$ cat src/rtl/tqs_pkg.sv
package tqs_pkg;
  localparam int unsigned WORD_W = 36;
  localparam int unsigned HALF_W = WORD_W / 2;

  typedef logic [WORD_W-1:0] word_t;
  typedef logic [HALF_W-1:0] half_t;

  // Accumulator step: wraps naturally at WORD_W bits.
  function automatic word_t quant_add(input word_t acc, input word_t quant);
    return acc + quant;
  endfunction

  // Pointer step: each half increments on its own, no carry between halves.
  function automatic word_t ptr_step(input word_t p);
    half_t cnt;
    half_t adr;
    cnt = p[WORD_W-1:HALF_W] + half_t'(1);
    adr = p[HALF_W-1:0] + half_t'(1);
    return {cnt, adr};
  endfunction

  // Armed while the count half is negative.
  function automatic logic ptr_armed(input word_t p);
    return p[WORD_W-1];
  endfunction
endpackage

$ cat src/rtl/tqs_quantum_acc.sv
module tqs_quantum_acc
  import tqs_pkg::*;
#(
  parameter word_t QUANT = word_t'(68333)
) (
  input  logic  clk,
  input  logic  rst_n,
  input  logic  step_en,
  input  logic  load_en,
  input  word_t load_val,
  output word_t acc_q
);
  always_ff @(posedge clk) begin
    if (!rst_n)       acc_q <= '0;
    else if (load_en) acc_q <= load_val;
    else if (step_en) acc_q <= quant_add(acc_q, QUANT);
  end
endmodule

$ cat src/rtl/tqs_sample_ptr.sv
module tqs_sample_ptr
  import tqs_pkg::*;
(
  input  logic  clk,
  input  logic  rst_n,
  input  logic  load_en,
  input  word_t load_val,
  input  logic  advance,
  output word_t ptr_q,
  output logic  armed
);
  always_ff @(posedge clk) begin
    if (!rst_n)       ptr_q <= '0;
    else if (load_en) ptr_q <= load_val;
    else if (advance) ptr_q <= ptr_step(ptr_q);
  end

  assign armed = ptr_armed(ptr_q);
endmodule

$ cat src/rtl/tqs_sample_req.sv
module tqs_sample_req
  import tqs_pkg::*;
(
  input  logic  clk,
  input  logic  rst_n,
  input  logic  start,
  input  logic  ack,
  input  half_t addr_in,
  input  word_t data_in,
  output logic  req,
  output half_t addr,
  output word_t data,
  output logic  done
);
  assign done = req & ack;

  always_ff @(posedge clk) begin
    if (!rst_n) begin
      req  <= 1'b0;
      addr <= '0;
      data <= '0;
    end else if (done) begin
      req <= 1'b0;
    end else if (start && !req) begin
      req  <= 1'b1;
      addr <= addr_in;
      data <= data_in;
    end
  end
endmodule

$ cat src/rtl/tick_quantum_sampler.sv
module tick_quantum_sampler
  import tqs_pkg::*;
#(
  parameter int unsigned HW_RATE   = 4100000,
  parameter int unsigned TICK_RATE = 60
) (
  input  logic              clk,
  input  logic              rst_n,
  input  logic              mode_en,
  input  logic              tick,
  input  logic              irq_active,
  input  logic [WORD_W-1:0] pc_in,
  input  logic              acc_load,
  input  logic [WORD_W-1:0] acc_load_val,
  input  logic              ptr_load,
  input  logic [WORD_W-1:0] ptr_load_val,
  input  logic              mem_ack,
  output logic              mem_req,
  output logic [HALF_W-1:0] mem_addr,
  output logic [WORD_W-1:0] mem_wdata,
  output logic [WORD_W-1:0] acc_q,
  output logic [WORD_W-1:0] ptr_q
);
  localparam word_t QUANT = word_t'(HW_RATE / TICK_RATE);

  // Named internal events, visible to the bound checker.
  logic tick_live;
  logic acc_step;
  logic ptr_armed_w;
  logic sample_start;
  logic sample_done;

  assign tick_live    = tick & mode_en;
  assign acc_step     = tick_live & ~irq_active;
  assign sample_start = tick_live & ptr_armed_w & ~mem_req;

  tqs_quantum_acc #(.QUANT(QUANT)) u_acc (
    .clk      (clk),
    .rst_n    (rst_n),
    .step_en  (acc_step),
    .load_en  (acc_load),
    .load_val (acc_load_val),
    .acc_q    (acc_q)
  );

  tqs_sample_ptr u_ptr (
    .clk      (clk),
    .rst_n    (rst_n),
    .load_en  (ptr_load),
    .load_val (ptr_load_val),
    .advance  (sample_done),
    .ptr_q    (ptr_q),
    .armed    (ptr_armed_w)
  );

  tqs_sample_req u_req (
    .clk      (clk),
    .rst_n    (rst_n),
    .start    (sample_start),
    .ack      (mem_ack),
    .addr_in  (ptr_q[HALF_W-1:0]),
    .data_in  (pc_in),
    .req      (mem_req),
    .addr     (mem_addr),
    .data     (mem_wdata),
    .done     (sample_done)
  );
endmodule

$ cat config.mk
export PLATFORM = sky130hd
export DESIGN_NAME = tick_quantum_sampler
export DESIGN_NICKNAME = d
export VERILOG_FILES = /design/src/rtl/tqs_pkg.sv /design/src/rtl/tqs_quantum_acc.sv /design/src/rtl/tqs_sample_ptr.sv /design/src/rtl/tqs_sample_req.sv /design/src/rtl/tick_quantum_sampler.sv
export SDC_FILE = /design/constraint.sdc
export NUM_CORES = 1
export LEC_CHECK = 0
export ABC_AREA = 1
export ABC_CLOCK_PERIOD_IN_PS = 1600
export BUFFER_PORTS_ARGS = -buffer_cell sky130_fd_sc_hd__buf_2
export CORE_ASPECT_RATIO = 1.1
export CORE_MARGIN = 2
export CORE_UTILIZATION = 48
export CTS_CLUSTER_DIAMETER = 40
export DETAILED_ROUTE_END_ITERATION = 16
export PLACE_DENSITY = 0.76
export SYNTH_ARGS = -nofsm -noshare
export SYNTH_HDL_FRONTEND = slang
export SYNTH_HIERARCHICAL = 1
export SYNTH_SLANG_ARGS = --single-unit
$ cat constraint.sdc
create_clock -name clk -period 1.6 [get_ports clk]
set_input_delay 0.24 -clock clk [delete_from_list [all_inputs] [get_ports clk]]
set_output_delay 0.24 -clock clk [all_outputs]
set_load 0.05 [all_outputs]
# After elaboration in Yosys (flattened, before gate mapping)

Index checks and enable logic that the tools add are counted.

Register bits: 127
Output and inout bits: 127

Reduce and logical (&&, ||, !) cells: 6
$add $sub $neg: 3
Mux-type cells: 4
Bitwise logic cells: 9

Operators with widths:

| kind                     | count |
|---|---|
| $mux W36                 | 4 |
| $add A18 B1 Y18 const B  | 2 |
| $add A36 B17 Y36 const B | 1 |
| $and A1 B1 Y1            | 5 |
| $not A1 Y1               | 4 |
| $reduce_bool A2 Y1       | 2 |
| $reduce_and A2 Y1        | 1 |
| $reduce_or A2 Y1         | 1 |
| $logic_and A1 B1 Y1      | 1 |
| $logic_not A1 Y1         | 1 |

# Depth between registers and ports, before layout

Gate-level depths: netlist of run 1.

Depth after elaboration: 5
Mapped depth: 13
Depth with buffers taken out: 13

# Cells and area by module

The synthesis of run 1 kept the hierarchy.

Modules (own cells, without submodules):

| module               | cells an instance | seq. area each (µm²) | instances | area each (µm²) |
|---|---|---|---|---|
| tqs_quantum_acc      | 459               | 720.7                | 1         | 2840.2 |
| tqs_sample_ptr       | 355               | 720.7                | 1         | 2373.5 |
| tqs_sample_req       | 354               | 1101.1               | 1         | 2336.0 |
| tick_quantum_sampler | 5                 | 0.0                  | 1         | 18.8 |

# Worst setup path before layout of run 1

No wires, ideal clock.

Kind: reg2reg
Start point: register u_acc.acc_q[0]
End point: register u_acc.acc_q[34]
Cell stages (with the launch flop): 13
Slack: -0.224 ns
Data arrival time: 1.692 ns
Buffers on the path: 0
Path through: dfxtp_1 -> ha_1 -> inv_1 -> nand2_2 -> nand2_4 -> nand2_4 -> nand2_2 -> nand2_2 -> nand2_2 -> nand2_2 -> nand3_1 -> nand3_1 -> a21oi_1

Word-level cells in the longest chain between the ends: 3

RTL lines:

| element                | RTL line              | source |
|---|---|---|
| start, declared        | tqs_quantum_acc.sv:11 | `output word_t acc_q` |
| start signal, assigned | tqs_quantum_acc.sv:15 | `else if (load_en) acc_q <= load_val;` |
| start signal, assigned | tqs_quantum_acc.sv:16 | `else if (step_en) acc_q <= quant_add(acc_q, QUANT);` |
| $add A36 B17 Y36       | tqs_pkg.sv:10         | `return acc + quant;` |
| $mux W36               | tqs_quantum_acc.sv:16 |  |
| $mux W36               | tqs_quantum_acc.sv:15 |  |

Every way passes these cells. The select of a mux whose other input is x is not followed.
A chain may end at the register's enable or synchronous reset.

# Worst setup path in the final report of run 1

Start point: register u_acc.acc_q[22]
End point: register u_acc.acc_q[26]

Same word-level chain as after synthesis.

==> summary.md, run 1 <==
| Metric | Value |
|---|---|
| Share of post-route cells with drive strength above 1 | `0.3057` |
| Number of placement rows | `48` |
| First-pass detailed-route iteration total | `5` |
| Register area share after synthesis | `0.3359` |
| Reg2reg end | `u_acc/acc_q[26]$_SDFFE_PN0P_` |
| Type of element launching the critical path | `register` |
| Via/cell ratio | `roughly 5.1` |
| End of the critical path | `u_acc/acc_q[26]$_SDFFE_PN0P_` |
| Via count of the first global-routing pass | `just over 7000` |
| Post-route ant nets | `0` |
| Clk sinks | `127` |
| Sequential share of power | `0.394` |
| Layout overhead on the synthesized area | `28.48%` |
| Detail-routed net length per standard cell | `~14 um` |
| Level count of the clock H-tree | `4` |
| Worst min-delay path class | `input port to register` |
| Setup violations, final | `0` |
| Dominant register cell in the synthesized netlist | `sky130_fd_sc_hd__dfxtp_1` |
| Arrival time at the worst endpoint | `1.85 ns` |
| CTS root buf | `sky130_fd_sc_hd__clkbuf_16` |
| Pin count of the biggest net entering global routing | `65` |
| Largest area contributor in the netlist | `sky130_fd_sc_hd__dfxtp_1` |
| Period utilization | `0.9428` |
| Input/output buffers | `242` |
| Deepest clock path buffer count | `2` |
| Number of top-level pins | `approximately 240` |
| Floorplan die area | `~17000 sq um` |
| Synth area leaders | `sky130_fd_sc_hd__dfxtp_1, sky130_fd_sc_hd__nand2_1, sky130_fd_sc_hd__nor2_1` |
| Relative slew slack | `0.7154` |
| Critical setup path kind | `register to register` |
| Count of endpoints failing hold in the final timing report | `0` |
| Register-to-register setup slack | `roughly 0.091 ns` |
| Total power after layout | `8.922 mW` |
| Switching power | `~2.8 mW` |
| Warnings, synthesis | `6` |
| Setup repair after global routing missed its margin | `true` |
| Wire length of the first global-routing pass | `34.69 mm` |
| Combined area of all synthesized cells | `7569 sq um` |
| Endpoint type of the worst setup path | `register` |
| Count of distinct cell types in the synthesized netlist | `41` |
| Max capacitance violation total | `0` |
| Synth async-reset ratio | `0` |
| Quantity of hold-fixing buffers added after cts | `0` |
| Starting DRT DRC Count | `~560` |
| Number of synthesized flops with an enable pin | `0` |
| Run status | `completed` |
| Effective utilization at floorplan | `0.4866` |
| Post-route worst hold slack | `roughly 0.091 ns` |
| Net Count, Synth | `about 1300` |
| Post-Synthesis Cells | `1173` |
| Reg clk slew, reported paths | `approximately 0.06 ns` |
| Number of CTS-inserted buffers | `17` |
| Remaining routing DRC violations | `0` |
| Transition time at the pin with the least slew margin | `~0.43 ns` |
| Post-detailed-placement half-perimeter wirelength | `between 15 and 20 mm` |
| Leakage Power | `~4.7 nW` |
| Leading cell type in the layout, fill and taps excluded | `sky130_fd_sc_hd__nand2_1` |
| Total GRT Usage | `0.2586` |
| Dpl ws | `around 0.10 ns` |
| Total wire length after detailed routing | `between 20 and 25 mm` |
| Internal power summed over all cells | `about 6.1 mW` |
| Worst setup path startpoint | `u_acc/acc_q[22]$_SDFFE_PN0P_` |
| Post-synthesis register bit count | `127` |
| Top library cells by usage in the layout, fill and taps aside | `sky130_fd_sc_hd__nand2_1, sky130_fd_sc_hd__buf_2, sky130_fd_sc_hd__nor2_1` |
| Worst setup slack after layout | `a little over 0.09 ns` |
| Die span in y | `between 100 and 150 um` |
| Clock share of power | `0.428` |
| Slew Viols, Final | `0` |
| Vias post-DR | `between 8000 and 9000` |
| Final setup skew | `roughly 0.0080 ns` |
| Final Net Count | `between 1500 and 2000` |
| Power per standard cell area | `slightly above 900 nW/um^2` |
| Yosys top cell area share | `0.3359` |
| Fmax | `0.6629 GHz` |
| Worst path required time | `slightly below 2 ns` |
| Final critical path time including I/O delays and setup | `about 1.5 ns` |
| Diode count | `0` |
| Source-to-sink clock delay at the later pin of the worst-skew pair | `around 0.4 ns` |
| Remaining global-route overflow | `0` |
| Final Wtd Congestion | `between 0.9 and 1` |
| Average cell area after synthesis | `6.452 sq um` |
| Worst reg2reg path startpoint | `u_acc/acc_q[22]$_SDFFE_PN0P_` |
| Area of the core | `roughly 16000 sq um` |
| TritonCTS clock tree | `built` |
| Number of antenna violations at the first check in global routing | `0` |
| Largest fanout on the critical path | `6` |
| R2R cell count | `8` |
| Total negative setup slack | `0 ns` |
| Comb pwr share | `0.178` |
| Width of the chip | `~120 um` |
| Fraction of power spent switching nets | `0.3120` |
| Maximum ir drop on the vdd rail | `~740 uV` |
[synthesized netlist by cell type, types with 2 or more instances]
cell and count:
sky130_fd_sc_hd__nand2_1 278, sky130_fd_sc_hd__nor2_1 174, sky130_fd_sc_hd__inv_1 146, sky130_fd_sc_hd__nand3_1 130, sky130_fd_sc_hd__dfxtp_1 127, sky130_fd_sc_hd__a21oi_1 56, sky130_fd_sc_hd__a22oi_1 43, sky130_fd_sc_hd__nand2_2 28
sky130_fd_sc_hd__o21ai_0 20, sky130_fd_sc_hd__a31oi_1 17, sky130_fd_sc_hd__buf_2 17, sky130_fd_sc_hd__xor2_1 16, sky130_fd_sc_hd__clkbuf_1 13, sky130_fd_sc_hd__nand4_1 12, sky130_fd_sc_hd__nor2_2 12, sky130_fd_sc_hd__buf_4 10
sky130_fd_sc_hd__inv_2 10, sky130_fd_sc_hd__clkbuf_8 8, sky130_fd_sc_hd__nor2_4 8, sky130_fd_sc_hd__nor3_1 7, sky130_fd_sc_hd__nand2_4 5, sky130_fd_sc_hd__nand3_2 4, sky130_fd_sc_hd__a21oi_2 3, sky130_fd_sc_hd__ha_1 3
sky130_fd_sc_hd__nand3b_1 3, sky130_fd_sc_hd__o21bai_1 3, sky130_fd_sc_hd__xnor2_1 3, sky130_fd_sc_hd__buf_6 2, sky130_fd_sc_hd__nor3_4 2, sky130_fd_sc_hd__o22ai_1 2
[layout make-up]
| type | count | area, sq um |
|---|---|---|
| fillers | 1449 | 5831 |
| multi-input cells | 837 | 4172 |
| flip-flops and latches | 127 | 2613 |
| repair buffers | 272 | 1524 |
| inverters | 157 | 589.3 |
| clock buffers | 18 | 439.2 |
| well taps | 200 | 250.2 |
| clock inverters | 12 | 137.6 |
[critical path, cell delays in order (launching register included)]
cell and delay, ns:
sky130_fd_sc_hd__dfxtp_2 0.39, sky130_fd_sc_hd__inv_1 0.09, sky130_fd_sc_hd__nor3_2 0.24, sky130_fd_sc_hd__inv_1 0.08, sky130_fd_sc_hd__nor2_2 0.16, sky130_fd_sc_hd__o21ai_0 0.13, sky130_fd_sc_hd__nand3_1 0.11, sky130_fd_sc_hd__nand3_1 0.12
sky130_fd_sc_hd__a21oi_2 0.13
[state kept, by name (all words and copies together), names as in the netlist]
name / cells
u_acc/acc_q: 36
u_ptr/ptr_q: 36
u_req/data: 36
u_req/addr: 18
u_req/req: 1
[layer usage]
layer,part of all wire,vias up,GRT usage
li1,-,4228,-
met1,0.42,3725,0.3322
met2,0.49,321,0.4310
met3,0.070,28,0.05093
met4,0.021,0,0.08712
met5,0,-,0
[power by group through the flow]
stage | Sequential [mW] | Combinational [mW] | Clock (mW)
2_1_floorplan | 4.04 | 0.625 | 0
3_3_place_gp | 3.59 | 1.55 | 0
3_5_place_dp | 3.59 | 1.57 | 0
4_1_cts | 3.52 | 1.57 | 3.87
5_1_grt | 3.54 | 1.71 | 4.02
6_report | 3.52 | 1.58 | 3.82
[worst min path at each step]
stage	start	endpoint	slack (ns)	cells after the start
after floorplan	rst_n	u_acc/acc_q[1]$_SDFFE_PN0P_	0.34	2
after detailed placement	u_req/data[13]$_SDFFE_PN0P_	u_req/data[13]$_SDFFE_PN0P_	0.47	2
after CTS	acc_load_val[6]	u_acc/acc_q[6]$_SDFFE_PN0P_	0.08	3
final	acc_load_val[6]	u_acc/acc_q[6]$_SDFFE_PN0P_	0.09	3
after global placement	u_req/data[22]$_SDFFE_PN0P_	u_req/data[22]$_SDFFE_PN0P_	0.46	2
after global routing	acc_load_val[9]	u_acc/acc_q[9]$_SDFFE_PN0P_	0.1	3
[kinds of logic (layout without fill, tap and decap cells)]
group	Yosys count	after routing	share of synthesized area
buffers and inverters	209	459	0.1242
and+or+nand+nor	666	666	0.3926
adders and majority gates	3	3	0.004960
xor gates and xnor gates	19	19	0.02199
AOI/OAI and AO/OA	149	149	0.1204
DFF	127	127	0.3359
[repair_timing]
item                                    CTS  global route
endpoints found under the setup margin    0            17
setup buffers                             0             3
gates resized for setup                   0            37
[through the flow]
stage                     area [sq um]    util  instances
final                             9724  0.6252       1623
after global routing              9724  0.6252       1623
after CTS                         9599  0.6171       1620
after detailed placement          9022  0.5800       1590
after global placement            9022  0.5800       1590
after floorplan                   7611       -       1173
Note: power is estimated with default switching activity, not from simulation.
==> inputs of run 2 (changes only) <==
CORE_UTILIZATION = 23   (was 48)
PLACE_DENSITY = unset   (was 0.76)
RECOVER_POWER = 50   (was unset)
TNS_END_PERCENT = 5   (was unset)
==> run 2 against run 1 <==
  * First-iteration DRC count decreased by 7.1%
  * Clock skew increased by 0.0043 ns
  * Final area increased by 3.4%
  * Non-clock buffer count increased by 5
  * Maximum frequency decreased by 1.5%
  * Clock-buffer cell count unchanged
  * Final cell count increased by 14%
  * Total power increased by 4.5%
  * Critical path type unchanged
  * Largest power group unchanged
==> summary.md, run 2 (same netlist as run 1, synthesis figures left out) <==
| Metric | Value |
|---|---|
| Largest fanout on the critical path | `6 (unchanged)` |
| Total wire length after detailed routing | `26.22 mm (+17%)` |
| Area of the core | `32370 sq um (+110%)` |
| Final setup skew | `0.01230 ns (+0.004272 ns)` |
| TritonCTS clock tree | `built` |
| Top library cells by usage in the layout, fill and taps aside | `sky130_fd_sc_hd__nand2_1, sky130_fd_sc_hd__nor2_1, sky130_fd_sc_hd__buf_2` |
| Relative slew slack | `0.6004 (-0.1150)` |
| Ordered cell list for the critical path | `nand2_1 -> inv_1 -> nand2_1 -> nor2_2 -> nand3_2 -> nand3_2 -> nand2_1 -> nand2_1 -> nand3_1 -> a21oi_1` |
| Slew Viols, Final | `0 (unchanged)` |
| Share of post-route cells with drive strength above 1 | `0.2958 (-0.009888)` |
| Critical setup path kind | `register to register` |
| Period utilization | `0.9573 (+0.01451)` |
| Final Net Count | `1536 (+0.33%)` |
| Slowest Stage Delay on Critical Path | `0.40 ns (about the same)` |
| Final Wtd Congestion | `0.9129 (-2.7%)` |
| Cell type of the slowest stage on the worst timing path | `sky130_fd_sc_hd__dfxtp_2` |
| Fmax | `0.6529 GHz (-1.5%)` |
| Quantity of hold-fixing buffers added after cts | `0 (unchanged)` |
| Via/cell ratio | `4.511 (-12%)` |
| Maximum ir drop on the vdd rail | `554.0 uV (-25%)` |
| Reg clk slew, reported paths | `0.07 ns (about the same)` |
| Total cell area at the placement stage | `9364 sq um (+3.8%)` |
| Starting DRT DRC Count | `523 (-7.1%)` |
| Pin count of the biggest net entering global routing | `62 (-4.6%)` |
| CTS root buf | `sky130_fd_sc_hd__clkbuf_16` |
| Remaining global-route overflow | `0 (unchanged)` |
| # fillers | `3637 (+150%)` |
| Post-detailed-placement half-perimeter wirelength | `19.87 mm (+22%)` |
| Wire length of the first global-routing pass | `41.41 mm (+19%)` |
| Die span in y | `194.3 um (+43%)` |
| Number of antenna violations at the first check in global routing | `1 (+1)` |
| Post-route worst hold slack | `0.07732 ns (-0.01377 ns)` |
| Post-route ant nets | `0 (unchanged)` |
| Power per standard cell area | `927.3 nW/um^2 (+1.1%)` |
| Arrival time at the worst endpoint | `1.89 ns (+0.04 ns)` |
| Transition time at the pin with the least slew margin | `0.6019 ns (+0.1751 ns)` |
| Leading cell type in the layout, fill and taps excluded | `sky130_fd_sc_hd__nand2_1` |
| Width of the chip | `177.0 um (+43%)` |
| Number of placement rows | `69 (+44%)` |
| Multi-input gate area in the final layout | `4155 sq um (-0.39%)` |
| Max capacitance violation total | `0 (unchanged)` |
| Level count of the clock H-tree | `4 (unchanged)` |
| Type of element launching the critical path | `register` |
| Input/output buffers | `242 (unchanged)` |
| Top flop regs | `u_acc/acc_q x36, u_ptr/ptr_q x36, u_req/data x36` |
| Setup repair after global routing missed its margin | `true` |
| Source-to-sink clock delay at the later pin of the worst-skew pair | `0.43 ns (+0.02 ns)` |
| First-pass detailed-route iteration total | `5 (unchanged)` |
| Register area | `2594 sq um (-0.72%)` |
| Number of top-level pins | `243 (unchanged)` |
| Deepest clock path buffer count | `2 (unchanged)` |
| Effective utilization at floorplan | `0.2338 (-0.2528)` |
| Via count of the first global-routing pass | `7988 (+10%)` |
| Total GRT Usage | `0.1504 (-0.1082)` |
| Finished Cell Area | `10050 sq um (+3.4%)` |
| Clk sinks | `127 (unchanged)` |
| Final critical path time including I/O delays and setup | `1.532 ns (+0.02322 ns)` |
| Floorplan die area | `34380 sq um (+100%)` |
| Number of CTS-inserted buffers | `17 (unchanged)` |
| Run status | `completed` |
| Setup violations, final | `0 (unchanged)` |
| Worst min-delay path class | `input port to register` |
| Vias post-DR | `8376 (+0.89%)` |
| Worst path required time | `1.95 ns (about the same)` |
| Remaining routing DRC violations | `0 (unchanged)` |
| Count of endpoints failing hold in the final timing report | `0 (unchanged)` |
| Layout overhead on the synthesized area | `32.81%` |
| Leakage Power | `4.712 nW (-0.53%)` |
| Most used cell along the critical path | `sky130_fd_sc_hd__nand2_1` |
| Endpoint type of the worst setup path | `register` |
| Detail-routed net length per standard cell | `14.12 um (+2.4%)` |
run 2: critical path: cells and delay by family (launching register included):
family / cells / cell delay [ns]
flops: 1 / 0.40
buf+inv: 1 / 0.12
compound gates: 1 / 0.12
simple gates: 8 / 0.82
run 2: final cells by class:
cell class	count	area share
Timing Repair Buffer	277	0.1552
Inverter	157	0.05863
Multi-Input combinational cell	837	0.4134
Clock buffer	18	0.04369
Tap cell	426	0.05302
Antenna cell	1	0.0002489
Sequential cell	127	0.2580
Clock inverter	14	0.01780
run 2: through the flow:
step           std cells  power, mW    util  TNS, ns  setup slack (ns)
2_1_floorplan       1173      4.667       -  -0.1914          -0.04898
3_3_place_gp        1823      5.202  0.2892        0           0.09406
3_5_place_dp        1823      5.214  0.2892        0           0.05394
4_1_cts             1855      9.470  0.3083        0           0.03718
5_1_grt             1857      9.719  0.3105  -0.3796          -0.06646
6_report            1857      9.322  0.3105        0           0.06827
run 2: timing repair:
action,in CTS,in global routing
endpoints found under the setup margin,0,21
setup buffers,0,1
gates resized for setup,0,29
run 2: worst paths after layout:
check,startpoint,to,slack (ns),depth (start not counted)
worst max-delay path,u_acc/acc_q[18]$_SDFFE_PN0P_,u_acc/acc_q[30]$_SDFFE_PN0P_,0.07,10
worst min-delay path,ptr_load_val[3],u_ptr/ptr_q[3]$_SDFFE_PN0P_,0.08,3
worst min register to register,u_req/data[31]$_SDFFE_PN0P_,u_req/data[31]$_SDFFE_PN0P_,0.48,2
worst max register to register,u_acc/acc_q[18]$_SDFFE_PN0P_,u_acc/acc_q[30]$_SDFFE_PN0P_,0.07,10
run 2: report_power, final:
part           leakage (nW)  internal (mW)  switching [mW]
Sequential             1.05           3.31           0.208
Clock                 0.300           2.53            1.65
Combinational          3.36          0.505            1.12
Total                  4.71           6.35            2.98
run 2: routing by layer:
layer  up-vias  track usage  routed length [um]
met3        34      0.02804                1308
met5         -            0                   0
met2       229       0.2644               12850
met1      3873       0.1813               11410
met4         0      0.05234                 658
li1       4240            -                   -
